**config.mk**
```make
export PLATFORM = sky130hd
export DESIGN_NAME = sram_lane_ctrl
export DESIGN_NICKNAME = d
export VERILOG_FILES = /design/src/rtl/sram_lane_pkg.sv /design/src/rtl/sram_lane_timer.sv /design/src/rtl/sram_lane_fsm.sv /design/src/rtl/sram_lane_dpath.sv /design/src/rtl/sram_lane_ctrl.sv
export SDC_FILE = /design/constraint.sdc
export NUM_CORES = 1
export LEC_CHECK = 0
export ABC_CLOCK_PERIOD_IN_PS = 1800
export BUFFER_PORTS_ARGS = -buffer_cell sky130_fd_sc_hd__buf_2
export CORE_UTILIZATION = 35
export DETAILED_ROUTE_END_ITERATION = 16
export PLACE_DENSITY_LB_ADDON = 0.08
export SETUP_SLACK_MARGIN = 0.4
export SLEW_MARGIN = 20
export SYNTH_ARGS = -nofsm -noshare
export SYNTH_HDL_FRONTEND = slang
export SYNTH_SLANG_ARGS = --single-unit
```
**constraint.sdc**
```tcl
create_clock -name clk -period 1.8 [get_ports clk]
set_input_delay 0.18 -clock clk [delete_from_list [all_inputs] [get_ports clk]]
set_output_delay 0.18 -clock clk [all_outputs]
set_load 0.01 [all_outputs]
```
**src/rtl/sram_lane_pkg.sv**
```systemverilog
package sram_lane_pkg;

  typedef enum logic [2:0] {
    ST_IDLE,
    ST_WR,
    ST_WREC,
    ST_RD,
    ST_TURN
  } phase_e;

  // Whole cycles needed to cover a limit in ns, never below one.
  function automatic int unsigned ns_to_cyc(input int unsigned t_ns, input int unsigned clk_ns);
    int unsigned c;
    c = (t_ns + clk_ns - 1) / clk_ns;
    if (c < 1) c = 1;
    return c;
  endfunction

  function automatic int unsigned max2(input int unsigned a, input int unsigned b);
    return (a > b) ? a : b;
  endfunction

endpackage

```
**src/rtl/sram_lane_timer.sv**
```systemverilog
module sram_lane_timer #(
  parameter int unsigned CW = 2
) (
  input  logic          clk,
  input  logic          rst_n,
  input  logic          load,
  input  logic [CW-1:0] load_val,
  output logic          last
);
  logic [CW-1:0] cnt_q;

  always_ff @(posedge clk or negedge rst_n) begin
    if (!rst_n)               cnt_q <= '0;
    else if (load)            cnt_q <= load_val;
    else if (cnt_q != '0)     cnt_q <= cnt_q - 1'b1;
  end

  assign last = (cnt_q == '0);
endmodule

```
**src/rtl/sram_lane_fsm.sv**
```systemverilog
module sram_lane_fsm
  import sram_lane_pkg::*;
#(
  parameter int unsigned CW       = 2,
  parameter int unsigned WR_LOW   = 2,
  parameter int unsigned RD_LEN   = 2,
  parameter int unsigned TURN_LEN = 1
) (
  input  logic          clk,
  input  logic          rst_n,
  input  logic          req_valid,
  input  logic          req_write,
  input  logic          tmr_last,
  output phase_e        state,
  output logic          tmr_load,
  output logic [CW-1:0] tmr_val,
  output logic          accept,
  output logic          capture,
  output logic          wr_end
);
  phase_e state_q, nxt;

  always_comb begin
    nxt      = state_q;
    tmr_load = 1'b0;
    tmr_val  = '0;
    case (state_q)
      ST_IDLE: if (req_valid) begin
        tmr_load = 1'b1;
        if (req_write) begin
          nxt     = ST_WR;
          tmr_val = CW'(WR_LOW - 1);
        end else begin
          nxt     = ST_RD;
          tmr_val = CW'(RD_LEN - 1);
        end
      end
      ST_WR:   if (tmr_last) nxt = ST_WREC;
      ST_WREC: nxt = ST_IDLE;
      ST_RD:   if (tmr_last) begin
        nxt      = ST_TURN;
        tmr_load = 1'b1;
        tmr_val  = CW'(TURN_LEN - 1);
      end
      ST_TURN: if (tmr_last) nxt = ST_IDLE;
      default: nxt = ST_IDLE;
    endcase
  end

  always_ff @(posedge clk or negedge rst_n) begin
    if (!rst_n) state_q <= ST_IDLE;
    else        state_q <= nxt;
  end

  assign state   = state_q;
  assign accept  = (state_q == ST_IDLE) && req_valid;
  assign capture = (state_q == ST_RD) && tmr_last;
  assign wr_end  = (state_q == ST_WR) && tmr_last;
endmodule

```
**src/rtl/sram_lane_dpath.sv**
```systemverilog
module sram_lane_dpath
  import sram_lane_pkg::*;
#(
  parameter int unsigned AW = 16,
  parameter int unsigned DW = 16
) (
  input  logic          clk,
  input  logic          rst_n,
  input  phase_e        state,
  input  logic          accept,
  input  logic          capture,
  input  logic          wr_end,
  input  logic [AW-1:0] req_addr,
  input  logic [DW-1:0] req_wdata,
  input  logic [1:0]    req_be,
  input  logic [DW-1:0] mem_dq_in,
  output logic [AW-1:0] mem_addr,
  output logic          mem_ce_n,
  output logic          mem_we_n,
  output logic          mem_oe_n,
  output logic          mem_lb_n,
  output logic          mem_ub_n,
  output logic [DW-1:0] mem_dq_out,
  output logic          mem_dq_oe,
  output logic          rsp_done,
  output logic [DW-1:0] rsp_rdata
);
  localparam int unsigned LW = DW / 2;

  logic [AW-1:0] addr_q;
  logic [DW-1:0] wdata_q, rdata_q, lane_mask;
  logic [1:0]    be_q;
  logic          done_q, drv_q;

  // Expand the two lane bits into a word mask.
  for (genvar g = 0; g < 2; g++) begin : g_lane
    assign lane_mask[g*LW +: LW] = {LW{be_q[g]}};
  end

  always_ff @(posedge clk or negedge rst_n) begin
    if (!rst_n) begin
      addr_q  <= '0;
      wdata_q <= '0;
      be_q    <= '0;
      rdata_q <= '0;
      done_q  <= 1'b0;
      drv_q   <= 1'b0;
    end else begin
      if (accept) begin
        addr_q  <= req_addr;
        wdata_q <= req_wdata;
        be_q    <= req_be;
      end
      if (capture) rdata_q <= mem_dq_in & lane_mask;
      done_q <= capture | wr_end;
      // Drivers trail the write strobe by one cycle on both edges.
      drv_q  <= (state == ST_WR);
    end
  end

  always_comb begin
    mem_ce_n = 1'b1;
    mem_we_n = 1'b1;
    mem_oe_n = 1'b1;
    mem_lb_n = 1'b1;
    mem_ub_n = 1'b1;
    case (state)
      ST_WR: begin
        mem_ce_n = 1'b0;
        mem_we_n = 1'b0;
        mem_lb_n = ~be_q[0];
        mem_ub_n = ~be_q[1];
      end
      ST_RD: begin
        mem_ce_n = 1'b0;
        mem_oe_n = 1'b0;
        mem_lb_n = ~be_q[0];
        mem_ub_n = ~be_q[1];
      end
      default: ;
    endcase
  end

  assign mem_addr   = addr_q;
  assign mem_dq_out = wdata_q;
  assign mem_dq_oe  = drv_q;
  assign rsp_done   = done_q;
  assign rsp_rdata  = rdata_q;
endmodule

```
**src/rtl/sram_lane_ctrl.sv**
```systemverilog
module sram_lane_ctrl
  import sram_lane_pkg::*;
#(
  parameter int unsigned AW        = 16,
  parameter int unsigned DW        = 16,
  parameter int unsigned CLK_NS    = 10,
  parameter int unsigned T_WP_NS   = 8,
  parameter int unsigned T_SD_NS   = 6,
  parameter int unsigned T_WC_NS   = 12,
  parameter int unsigned T_AA_NS   = 12,
  parameter int unsigned T_DOE_NS  = 6,
  parameter int unsigned T_RC_NS   = 12,
  parameter int unsigned T_HZ_NS   = 6
) (
  input  logic          clk,
  input  logic          rst_n,
  input  logic          req_valid,
  output logic          req_ready,
  input  logic          req_write,
  input  logic [AW-1:0] req_addr,
  input  logic [DW-1:0] req_wdata,
  input  logic [1:0]    req_be,
  output logic          rsp_done,
  output logic [DW-1:0] rsp_rdata,
  output logic [AW-1:0] mem_addr,
  output logic          mem_ce_n,
  output logic          mem_we_n,
  output logic          mem_oe_n,
  output logic          mem_lb_n,
  output logic          mem_ub_n,
  output logic [DW-1:0] mem_dq_out,
  output logic          mem_dq_oe,
  input  logic [DW-1:0] mem_dq_in
);
  // phase lengths in whole cycles
  localparam int unsigned WP_C     = ns_to_cyc(T_WP_NS, CLK_NS);
  localparam int unsigned SD_C     = ns_to_cyc(T_SD_NS, CLK_NS);
  localparam int unsigned WC_C     = ns_to_cyc(T_WC_NS, CLK_NS);
  localparam int unsigned WR_LOW   = max2(max2(WP_C, SD_C + 1), max2(WC_C - 1, 1));
  localparam int unsigned RD_LEN   = max2(max2(ns_to_cyc(T_AA_NS, CLK_NS), ns_to_cyc(T_DOE_NS, CLK_NS)),
                                          ns_to_cyc(T_RC_NS, CLK_NS));
  localparam int unsigned TURN_LEN = ns_to_cyc(T_HZ_NS, CLK_NS);
  localparam int unsigned MAX_LEN  = max2(max2(WR_LOW, RD_LEN), TURN_LEN);
  localparam int unsigned CW       = $clog2(MAX_LEN + 1);

  phase_e        state;
  logic          tmr_load, tmr_last, accept, capture, wr_end;
  logic [CW-1:0] tmr_val;

  sram_lane_timer #(.CW(CW)) u_tmr (
    .clk(clk), .rst_n(rst_n), .load(tmr_load), .load_val(tmr_val), .last(tmr_last)
  );

  sram_lane_fsm #(.CW(CW), .WR_LOW(WR_LOW), .RD_LEN(RD_LEN), .TURN_LEN(TURN_LEN)) u_fsm (
    .clk(clk), .rst_n(rst_n), .req_valid(req_valid), .req_write(req_write),
    .tmr_last(tmr_last), .state(state), .tmr_load(tmr_load), .tmr_val(tmr_val),
    .accept(accept), .capture(capture), .wr_end(wr_end)
  );

  sram_lane_dpath #(.AW(AW), .DW(DW)) u_dp (
    .clk(clk), .rst_n(rst_n), .state(state), .accept(accept), .capture(capture),
    .wr_end(wr_end), .req_addr(req_addr), .req_wdata(req_wdata), .req_be(req_be),
    .mem_dq_in(mem_dq_in), .mem_addr(mem_addr), .mem_ce_n(mem_ce_n),
    .mem_we_n(mem_we_n), .mem_oe_n(mem_oe_n), .mem_lb_n(mem_lb_n),
    .mem_ub_n(mem_ub_n), .mem_dq_out(mem_dq_out), .mem_dq_oe(mem_dq_oe),
    .rsp_done(rsp_done), .rsp_rdata(rsp_rdata)
  );

  assign req_ready = (state == ST_IDLE);
endmodule

```
==> results of run 1 <==
-- per-layer routing --
metal	track usage (%)	vias up	share of wire, %
met4	8.32	0	1.4
met1	20.1	821	46
met3	5.11	9	6.0
met2	23.9	62	47
li1	-	844	-
met5	0	-	0
-- final timing paths --
path	cells after the start	slack, ns	from	to
max	4	0.31	u_fsm.state[2]	u_dp.mem_addr[0]
min	2	0.08	req_wdata[4]	u_dp.mem_dq_out[4]
max reg2reg	4	0.31	u_fsm.state[2]	u_dp.mem_addr[0]
min reg2reg	2	0.48	u_dp.rsp_rdata[11]	u_dp.rsp_rdata[11]
max in group asynchronous	3	0.84	rst_n	u_fsm.state[1]
min in group asynchronous	2	0.36	rst_n	u_dp.mem_dq_out[5]
-- synth_stat cells --
| cell | count | share of area, % |
|---|---|---|
| a221oi_1 | 1 | 0.37 |
| mux2_2 | 6 | 2.8 |
| a31o_2 | 1 | 0.37 |
| nand4b_1 | 1 | 0.37 |
| nand2_1 | 37 | 5.8 |
| inv_1 | 6 | 0.94 |
| mux2_4 | 28 | 18 |
| clkbuf_1 | 3 | 0.47 |
| a211o_1 | 1 | 0.37 |
| buf_12 | 4 | 3.4 |
| nor3_1 | 1 | 0.21 |
| a21oi_1 | 3 | 0.63 |
| a211oi_1 | 1 | 0.31 |
| nor2b_1 | 1 | 0.26 |
| nor2_1 | 4 | 0.63 |
| buf_6 | 1 | 0.47 |
| or3b_2 | 1 | 0.37 |
| buf_1 | 2 | 0.31 |
| ha_1 | 1 | 0.52 |
| and2_4 | 1 | 0.37 |
| o21ai_0 | 16 | 3.4 |
| nor3_2 | 1 | 0.42 |
| dfrtp_1 | 57 | 60 |
-- layout make-up --
class,count,area share (%)
Sequential cell,57,42.9
Multi-Input combinational cell,105,26.0
Timing Repair Buffer,123,22.3
Clock buffer,13,4.77
Tap cell,77,2.89
Inverter,6,0.675
Clock inverter,3,0.450
-- what timing repair did --
item | CTS | global route
hold buffers | 1 | 0
setup buffers | 3 | 3
gates cloned | 1 | 1
endpoints found under the hold margin | 22 | 0
resized for setup | 8 | 12
endpoints found under the setup margin | 55 | 56
pin swaps | 1 | 3
-- critical path: cells and delay by family (launching register included) --
family        cells  cell delay (ns)
simple gates      2             0.43
buf+inv           1             0.17
flops             1             0.44
mux               1             0.34
-- where the power goes --
group	switching (mW)	total [mW]	internal (mW)
registers	0.394	2.30	1.90
logic	1.21	2.75	1.54
clock network	0.474	1.04	0.568
-- state kept, by name, indices dropped and copies added (netlist names) --
register and flops:
u_dp.be_q 2, u_dp.mem_addr 16, u_dp.mem_dq_oe 1, u_dp.mem_dq_out 16, u_dp.rsp_done 1, u_dp.rsp_rdata 16, u_fsm.state 3, u_tmr.cnt_q 2
-- per-stage QoR --
stage               hold WS, ns  setup slack [ns]  std cells  util, %
floorplan                -0.116             0.281        178        -
global placement          0.189             0.304        359     46.5
detailed placement        0.190             0.273        359     46.5
CTS                      0.0633             0.301        380     50.3
global route             0.0593             0.245        384     51.6
finish                   0.0768             0.309        384     51.6
-- cell families (layout without fill, tap and decap cells) --
family                   after synthesis  in the layout
multiplexers                          34             34
AO/OA/AOI/OAI                         23             23
flip-flops                            57             57
buffers and inverters                 16            145
adder cells (fa/ha/maj)                1              1
AND/OR/NAND/NOR                       47             47
==> impl_metrics.env, run 1 <==
export IMPL_ios=110
export IMPL_clock_path_buffers=2
export IMPL_dp_hpwl_um=3660
export IMPL_outcome="completed"
export IMPL_placementRows=29
export IMPL_ir_drop_mv=0.721
export IMPL_slowest_stage="dfrtp_2"
export IMPL_slowest_delay_ns=0.44
export IMPL_setup_violations=0
export IMPL_max_cap_viol_count=0
export IMPL_place_congestion=0.791
export IMPL_slew_violations=0
export IMPL_cts_root_buffer="clkbuf_8"
export IMPL_rsz0062_at_grt="yes"
export IMPL_synth_top_family_by_area="multiplexers"
export IMPL_endpoint_kind="flop"
export IMPL_synthAdderAreaFrac_pct=0.524
export IMPL_synth_warnings=0
export IMPL_yosys_area_share_simple_pct=8.43
export IMPL_synth_seq_cells=57
export IMPL_synth_seq_area_share_pct=59.7
export IMPL_portBuffers=109
export IMPL_viasPerCell=4.52
export IMPL_cts_sinks=57
export IMPL_multiInputGateArea_sq_um=867
export IMPL_path_class="flop to flop"
export IMPL_clk_latency_ns=0.33
export IMPL_synthToLayoutAreaGrowth_pct=39.5
export IMPL_fin_crit_ns=1.49
export IMPL_grt_pass1_vias=1700
export IMPL_ant_nets=0
export IMPL_setup_tns_ns=0
export IMPL_ff_latch_area_sq_um=1430
export IMPL_antenna_cells=0
export IMPL_final_setup_skew_ns=0.00500
export IMPL_drive_gt1_share_pct=60.3
export IMPL_p_leak_nw=1.74
export IMPL_coreArea_sq_um=6460
export IMPL_post_synth_cell_area_avg_sq_um=13.4
export IMPL_drtIter0Drc=59
export IMPL_critPathArrivalTime_ns=1.70
export IMPL_total_power_mw=6.09
export IMPL_wl_um=5360
export IMPL_finalHoldViolCount=0
export IMPL_overflow=0
export IMPL_numCtsBuffers=9
export IMPL_cts_clk_slew_worst_paths_ns=0.06
export IMPL_grt_pass1_wl_um=8390
export IMPL_worstPathRequired_ns=2.01
export IMPL_start_util_pct=37.0
export IMPL_die_y_um=84.6
export IMPL_start_kind="flop"
export IMPL_synth_compound_area_share_pct=5.39
export IMPL_layout_common_cells="buf_2, dfrtp_1, nand2_1"
export IMPL_nFillCells=607
export IMPL_worst_pin_slew_ns=0.530
export IMPL_synth_xor_area_share_pct=0
export IMPL_post_drt_wl_per_cell_um=14.0
export IMPL_slew_headroom_pct=64.6
export IMPL_final_common_cell="buf_2"
export IMPL_fin_area_sq_um=3330
export IMPL_h_tree_depth=3
export IMPL_grt_usage_pct=15.7
export IMPL_cp_cell_sequence="nor3_4 > and2_4 > buf_12 > mux2_2"
export IMPL_synth_distinct_cells=23
export IMPL_synth_area_sq_um=2390
export IMPL_dr_total_vias=1736
export IMPL_fp_dieArea_sq_um=7160
export IMPL_max_clock_freq_ghz=0.671
export IMPL_fp_dieW_um=84.6
export IMPL_syn_nets=233
export IMPL_drc=0
export IMPL_holdCritPathClass="input pin to flop"
export IMPL_nets=357
export IMPL_postPlaceCellArea_sq_um=3000
export IMPL_path_max_fanout=12
export IMPL_power_density_nw_per_um2=1830
export IMPL_synth_cells=178
export IMPL_synthMuxAreaShare_pct=20.4
export IMPL_grt_max_degree=36
export IMPL_cts_tree="done"
export IMPL_antenna_found_initial=0
export IMPL_min_period_over_period_pct=82.8
export IMPL_drt_first_pass_iters=10
Power figures use the tool's default switching activity.
==> inputs of run 2 (changes only) <==
--- a/config.mk
+++ b/config.mk
@@ -5,7 +5,8 @@
 export SDC_FILE = /design/constraint.sdc
 export NUM_CORES = 1
 export LEC_CHECK = 0
-export ABC_CLOCK_PERIOD_IN_PS = 1800
+export ABC_AREA = 1
+export ABC_CLOCK_PERIOD_IN_PS = 1240
 export BUFFER_PORTS_ARGS = -buffer_cell sky130_fd_sc_hd__buf_2
 export CORE_UTILIZATION = 35
 export DETAILED_ROUTE_END_ITERATION = 16
==> constraint.sdc (replaced) <==
create_clock -name clk -period 1.24 [get_ports clk]
set_input_delay 0.124 -clock clk [delete_from_list [all_inputs] [get_ports clk]]
set_output_delay 0.124 -clock clk [all_outputs]
set_load 0.01 [all_outputs]
==> run 2 against run 1 <==
Compared with the run above: the run now ends with negative setup slack left; final area grew 20%; clock power up 63%; sequential power up 38%; sequential share of layout area shrank 7.2 points; worst hold slack worse by 0.037 ns; area after synthesis rose by 4.6%; worst setup slack got worse by 0.39 ns; core utilization increased by 7.1 points; final cell count increased by 42%; total power rose by 64%; count of clock-buffer cells in the layout did not move; routed wire length rose by 35%; largest cell class unchanged; highest routed layer unchanged.
==> impl_metrics.env, run 2 <==
export IMPL_dp_hpwl_um=4320
export IMPL_placed_cells=482
export IMPL_rsz0062_at_grt="yes"
export IMPL_synth_seq_cells=57
export IMPL_antenna_found_initial=0
export IMPL_setup_ws_ns=-0.0762
export IMPL_p_sw_share_pct=37.7
export IMPL_final_setup_skew_ns=0.00801
export IMPL_fin_area_sq_um=4010
export IMPL_clock_path_buffers=2
export IMPL_crit_start="u_fsm.state[2]"
export IMPL_finalHoldViolCount=0
export IMPL_antenna_cells=0
export IMPL_numCtsBuffers=9
export IMPL_rr_worst_depth=8
export IMPL_power_density_nw_per_um2=2490
export IMPL_portBuffers=109
export IMPL_synth_area_sq_um=2500
export IMPL_coreArea_sq_um=6830
export IMPL_post_synth_cell_area_avg_sq_um=8.83
export IMPL_endpoint_kind="output port"
export IMPL_worstPathRequired_ns=1.12
export IMPL_grt_max_degree=58
export IMPL_cts_clk_slew_worst_paths_ns=0.06
export IMPL_grt_usage_pct=20.1
export IMPL_fin_crit_ns=1.32
export IMPL_crit_end="mem_we_n"
export IMPL_wl_um=7240
export IMPL_synthAdderAreaFrac_pct=0.501
export IMPL_r2r_setup_slack_ns=-0.05
export IMPL_cts_sinks=57
export IMPL_synthToLayoutAreaGrowth_pct=60.4
export IMPL_crit_cells=5
export IMPL_hold_ws_ns=0.0394
export IMPL_pwr_share_comb_pct=51.2
export IMPL_slowest_stage="dfrtp_2"
export IMPL_path_class="flop to output port"
export IMPL_violations="negative setup slack"
export IMPL_outcome="finished with violations"
export IMPL_slew_violations=0
export IMPL_max_cap_viol_count=0
export IMPL_post_drt_wl_per_cell_um=13.2
export IMPL_min_period_over_period_pct=106
export IMPL_critPathBufInv=3
export IMPL_yosys_area_share_simple_pct=36.7
export IMPL_p_seq_share_pct=31.9
export IMPL_r2r_start="u_fsm.state[0]"
export IMPL_synth_distinct_cells=19
export IMPL_h_tree_depth=3
export IMPL_p_leak_nw=2.25
export IMPL_rr_endpoint="u_fsm.state[0]"
export IMPL_synth_edff_count=0
export IMPL_intPower_mw=6.21
export IMPL_synth_compound_area_share_pct=0.200
export IMPL_grt_pass1_wl_um=11300
export IMPL_synth_top_family_by_area="simple AND/OR/NAND/NOR gates"
export IMPL_path_max_fanout=4
export IMPL_layout_common_cells="nand2_1, buf_2, dfrtp_1"
export IMPL_synth_most_common_cell="nand2_1"
export IMPL_p_sw_mw=3.76
export IMPL_ant_nets=0
export IMPL_synth_cells=283
export IMPL_setup_tns_ns=-1.52
export IMPL_async_flop_share_pct=100
export IMPL_critPathArrivalTime_ns=1.19
export IMPL_synth_seq_area_share_pct=57.1
export IMPL_drive_gt1_share_pct=44.8
export IMPL_synth_xor_area_share_pct=0
export IMPL_place_congestion=0.736
export IMPL_postPlaceCellArea_sq_um=3240
export IMPL_slowest_delay_ns=0.45
export IMPL_syn_nets=338
export IMPL_ir_drop_mv=0.984
export IMPL_clockPowerShare_pct=17.0
export IMPL_ios=110
export IMPL_setup_violations=52
export IMPL_viasPerCell=4.52
export IMPL_overflow=0
export IMPL_ys_top_cells_by_count="nand2_1, dfrtp_1, nand4_1"
export IMPL_drtIter0Drc=98
export IMPL_placementRows=30
export IMPL_final_cells=547
export IMPL_cts_tree="done"
export IMPL_post_route_util_pct=58.7
export IMPL_start_kind="flop"
export IMPL_synth_top_cell_area_share_pct=57.1
export IMPL_holdCritPathClass="input pin to flop"
export IMPL_grt_pass1_vias=2421
export IMPL_cts_root_buffer="clkbuf_8"
export IMPL_start_util_pct=36.6
export IMPL_fp_dieW_um=86.5
export IMPL_max_clock_freq_ghz=0.760
export IMPL_ys_flop_type="dfrtp_1"
export IMPL_hold_depth=3
export IMPL_slew_headroom_pct=76.9
export IMPL_path_delay_family="flip-flops"
export IMPL_final_common_cell="nand2_1"
export IMPL_cp_cell_sequence="inv_4 > nand2_4 > nor2_4 > inv_2 > buf_6"
export IMPL_synth_warnings=0
export IMPL_synthMuxAreaShare_pct=0
export IMPL_drc=0
export IMPL_dr_total_vias=2470
export IMPL_die_y_um=86.5
export IMPL_synth_area_leader_cell="dfrtp_1"
export IMPL_drt_first_pass_iters=4
export IMPL_worst_pin_slew_ns=0.347
export IMPL_synth_area_top_cells="dfrtp_1, nand2_1, nand4_1, nand3b_1, buf_2"
export IMPL_fp_dieArea_sq_um=7480
export IMPL_clk_latency_ns=0.33
export IMPL_nets=501
run 2: cell type report:
| class | count | area, sq um |
|---|---|---|
| fillers | 638 | 2820 |
| repair buffers | 171 | 1220 |
| inverters | 10 | 42.5 |
| clock inverters | 3 | 40.0 |
| well taps | 96 | 120 |
| clock buffers | 13 | 149 |
| flip-flops and latches | 57 | 1430 |
| multi-input cells | 197 | 1000 |
run 2: worst register-to-register path: stages, from the launching register on:
cell     delay [ns]
dfrtp_2        0.44
buf_4          0.15
nand2_4        0.08
nor2_4         0.04
buf_4          0.12
buf_4          0.12
buf_6          0.10
nand2_1        0.05
nand3_1        0.06
run 2: power groups by stage:
stage / registers, mW / clock network, mW / logic [mW]
after floorplan: 3.43 / 0 / 1.94
after global placement: 3.20 / 0 / 3.55
after detailed placement: 3.19 / 0 / 3.62
after CTS: 3.14 / 1.74 / 4.72
after global routing: 3.26 / 1.84 / 5.63
final: 3.17 / 1.69 / 5.10
run 2: routing by layer:
layer	global-route usage (%)	vias up	wire, um
li1	-	1255	-
met3	5.71	6	426
met4	7.27	0	51
met1	24.0	1135	3180
met5	0	-	0
met2	34.6	74	3590
run 2: what timing repair did:
item                                   in CTS  in global routing
setup endpoints to repair                 113                113
buffers inserted                           27                 16
gates cloned                                5                  0
resized for setup                          19                 10
endpoints found under the hold margin      57                  0
pin swaps                                   5                  7
hold buffers                                1                  0
run 2: cells by family (layout without fill, tap and decap cells):
| kind of cell | Yosys count | count (layout) |
|---|---|---|
| buffers and inverters | 30 | 197 |
| AO/OA/AOI/OAI | 1 | 1 |
| adder cells (fa/ha/maj) | 1 | 1 |
| AND/OR/NAND/NOR | 194 | 195 |
| flip-flops | 57 | 57 |
run 2: stage by stage:
stage / setup WS [ns] / total power, mW
final: -0.0762 / 9.96
after global routing: -0.138 / 10.7
after CTS: -0.0683 / 9.61
after detailed placement: 0.0908 / 6.81
after global placement: 0.112 / 6.75
after floorplan: 0.0719 / 5.37
run 2: worst min-delay path by stage:
stage	from	end	slack (ns)
finish	req_addr[14]	u_dp.mem_addr[14]	0.04
global route	req_wdata[2]	u_dp.mem_dq_out[2]	0.03
CTS	req_addr[6]	u_dp.mem_addr[6]	0.03
detailed placement	rst_n	u_dp.rsp_rdata[3]	0.15
global placement	rst_n	u_dp.rsp_rdata[3]	0.16
floorplan	rst_n	u_dp.be_q[0]	-0.17
==> inputs of run 3 (changes only) <==
--- a/config.mk
+++ b/config.mk
@@ -5,7 +5,6 @@
 export SDC_FILE = /design/constraint.sdc
 export NUM_CORES = 1
 export LEC_CHECK = 0
-export ABC_AREA = 1
 export ABC_CLOCK_PERIOD_IN_PS = 1240
 export BUFFER_PORTS_ARGS = -buffer_cell sky130_fd_sc_hd__buf_2
 export CORE_UTILIZATION = 35
==> run 3 against run 2 <==
Compared with the run above: the run ends with design-rule violations, negative setup slack left; via count decreased by 22%; critical path type is now flop to flop; largest power group unchanged; largest cell class unchanged; global-route usage decreased by 3.5 points; worst setup slack got worse by 0.16 ns; routed wire length decreased by 17%.
==> impl_metrics.env, run 3 (same netlist as run 1, synthesis figures left out) <==
export IMPL_overflow=0
export IMPL_final_cells=425
export IMPL_path_class="flop to flop"
export IMPL_fp_dieArea_sq_um=7160
export IMPL_drc=1
export IMPL_critPathArrivalTime_ns=1.69
export IMPL_start_util_pct=37.0
export IMPL_ir_drop_mv=1.23
export IMPL_synthToLayoutAreaGrowth_pct=65.8
export IMPL_dr_total_vias=1927
export IMPL_drt_first_pass_iters=11
export IMPL_rr_worst_depth=4
export IMPL_drive_gt1_share_pct=72.7
export IMPL_max_cap_viol_count=0
export IMPL_endpoint_kind="flop"
export IMPL_cts_root_buffer="clkbuf_8"
export IMPL_setup_violations=59
export IMPL_nets=398
export IMPL_h_tree_depth=3
export IMPL_post_drt_wl_per_cell_um=14.1
export IMPL_clock_path_buffers=2
export IMPL_p_sw_share_pct=32.1
export IMPL_finalHoldViolCount=0
export IMPL_dp_hpwl_um=3640
export IMPL_worst_pin_slew_ns=0.349
export IMPL_place_congestion=0.774
export IMPL_hold_ws_ns=0.0230
export IMPL_final_setup_skew_ns=0.00794
export IMPL_portBuffers=109
export IMPL_placed_cells=368
export IMPL_post_route_util_pct=61.4
export IMPL_pwr_share_comb_pct=50.9
export IMPL_ant_nets=0
export IMPL_layout_common_cells="buf_2, dfrtp_1, buf_4"
export IMPL_slew_violations=0
export IMPL_grt_pass1_vias=1856
export IMPL_path_max_fanout=8
export IMPL_setup_ws_ns=-0.239
export IMPL_clk_latency_ns=0.32
export IMPL_p_sw_mw=3.57
export IMPL_slew_headroom_pct=76.8
export IMPL_cts_clk_slew_worst_paths_ns=0.07
export IMPL_die_y_um=84.6
export IMPL_clockPowerShare_pct=19.0
export IMPL_wl_um=5990
export IMPL_intPower_mw=7.55
export IMPL_grt_pass1_wl_um=9130
export IMPL_min_period_over_period_pct=119
export IMPL_start_kind="flop"
export IMPL_coreArea_sq_um=6460
export IMPL_rsz0062_at_grt="yes"
export IMPL_worstPathRequired_ns=1.45
export IMPL_max_clock_freq_ghz=0.676
export IMPL_fin_crit_ns=1.48
export IMPL_placementRows=29
export IMPL_hold_depth=2
export IMPL_cts_tree="done"
export IMPL_antenna_cells=0
export IMPL_antenna_found_initial=0
export IMPL_setup_tns_ns=-11.67
export IMPL_p_seq_share_pct=30.1
export IMPL_total_power_mw=11.1
export IMPL_numCtsBuffers=9
export IMPL_ios=110
export IMPL_drtIter0Drc=88
export IMPL_viasPerCell=4.53
export IMPL_outcome="finished with violations"
export IMPL_p_leak_nw=2.04
export IMPL_holdCritPathClass="input pin to flop"
export IMPL_violations="design-rule violations, negative setup slack"
export IMPL_power_density_nw_per_um2=2810
export IMPL_nFillCells=553
export IMPL_grt_max_degree=58
export IMPL_grt_usage_pct=16.6
export IMPL_fp_dieW_um=84.6
export IMPL_final_common_cell="buf_2"
export IMPL_cts_sinks=57
run 3: cell types whose count changed in the layout (fill, tap and decap cells not counted), moves of 8 or more:
cell,previous run,this run
buf_6,13,21
nand2_1,126,20
mux2_4,0,34
nand2_2,1,11
o21ai_1,0,10
buf_4,44,36
nand3b_1,16,0
nand4_1,35,0
run 3: power by group through the flow:
stage               clock network, mW  logic, mW  registers, mW
finish                           2.11       5.66           3.35
detailed placement                  0       3.97           3.31
global placement                    0       3.92           3.32
floorplan                           0       2.30           3.60
global route                     2.26       6.10           3.46
CTS                              2.16       4.83           3.31
run 3: metal layers:
layer	up-vias	routed length, um	share of wire (%)	GRT usage (%)
li1	930	-	-	-
met1	907	2670	45	23.1
met2	78	2790	47	23.8
met3	12	413	6.9	4.72
met4	0	117	2.0	8.32
met5	-	0	0	0
run 3: repair_timing:
item	in CTS	in global routing
pin swaps	10	20
buffers inserted	21	16
cloned	2	1
setup endpoints to repair	113	113
resized for setup	37	40
hold endpoints to repair	57	0
hold buffers	1	0
run 3: final cells by class:
| type | instances | area (sq um) | area share (%) |
|---|---|---|---|
| flip-flops and latches | 57 | 1430 | 36.0 |
| clock buffers | 11 | 141 | 3.57 |
| well taps | 77 | 96.3 | 2.43 |
| clock inverters | 5 | 103 | 2.59 |
| repair buffers | 164 | 1160 | 29.3 |
| inverters | 6 | 30.0 | 0.758 |
| multi-input cells | 105 | 1000 | 25.4 |
run 3: final timing paths:
| kind | to | start | slack (ns) |
|---|---|---|---|
| worst max-delay path | u_dp.mem_dq_out[5] | u_fsm.state[2] | -0.24 |
| min in group asynchronous | u_dp.mem_addr[11] | rst_n | 0.32 |
| worst max register to register | u_dp.mem_dq_out[5] | u_fsm.state[2] | -0.24 |
| worst min-delay path | u_dp.mem_addr[11] | req_addr[11] | 0.02 |
| max in group asynchronous | u_fsm.state[0] | rst_n | 0.64 |
| worst min register to register | u_dp.mem_addr[3] | u_dp.mem_addr[3] | 0.51 |
run 3: stage by stage:
stage                     area, sq um  worst slack (ns)
final                            3960            -0.239
after global placement           3090            -0.166
after detailed placement         3090            -0.181
after CTS                        3660            -0.238
after global routing             3960            -0.316
after floorplan                  2440            -0.279
run 3: worst max-delay path, cell delays in order (launching register included):
cell	delay, ns
dfrtp_1	0.43
nor3_4	0.20
and2_4	0.25
clkbuf_16	0.19
mux2_4	0.30
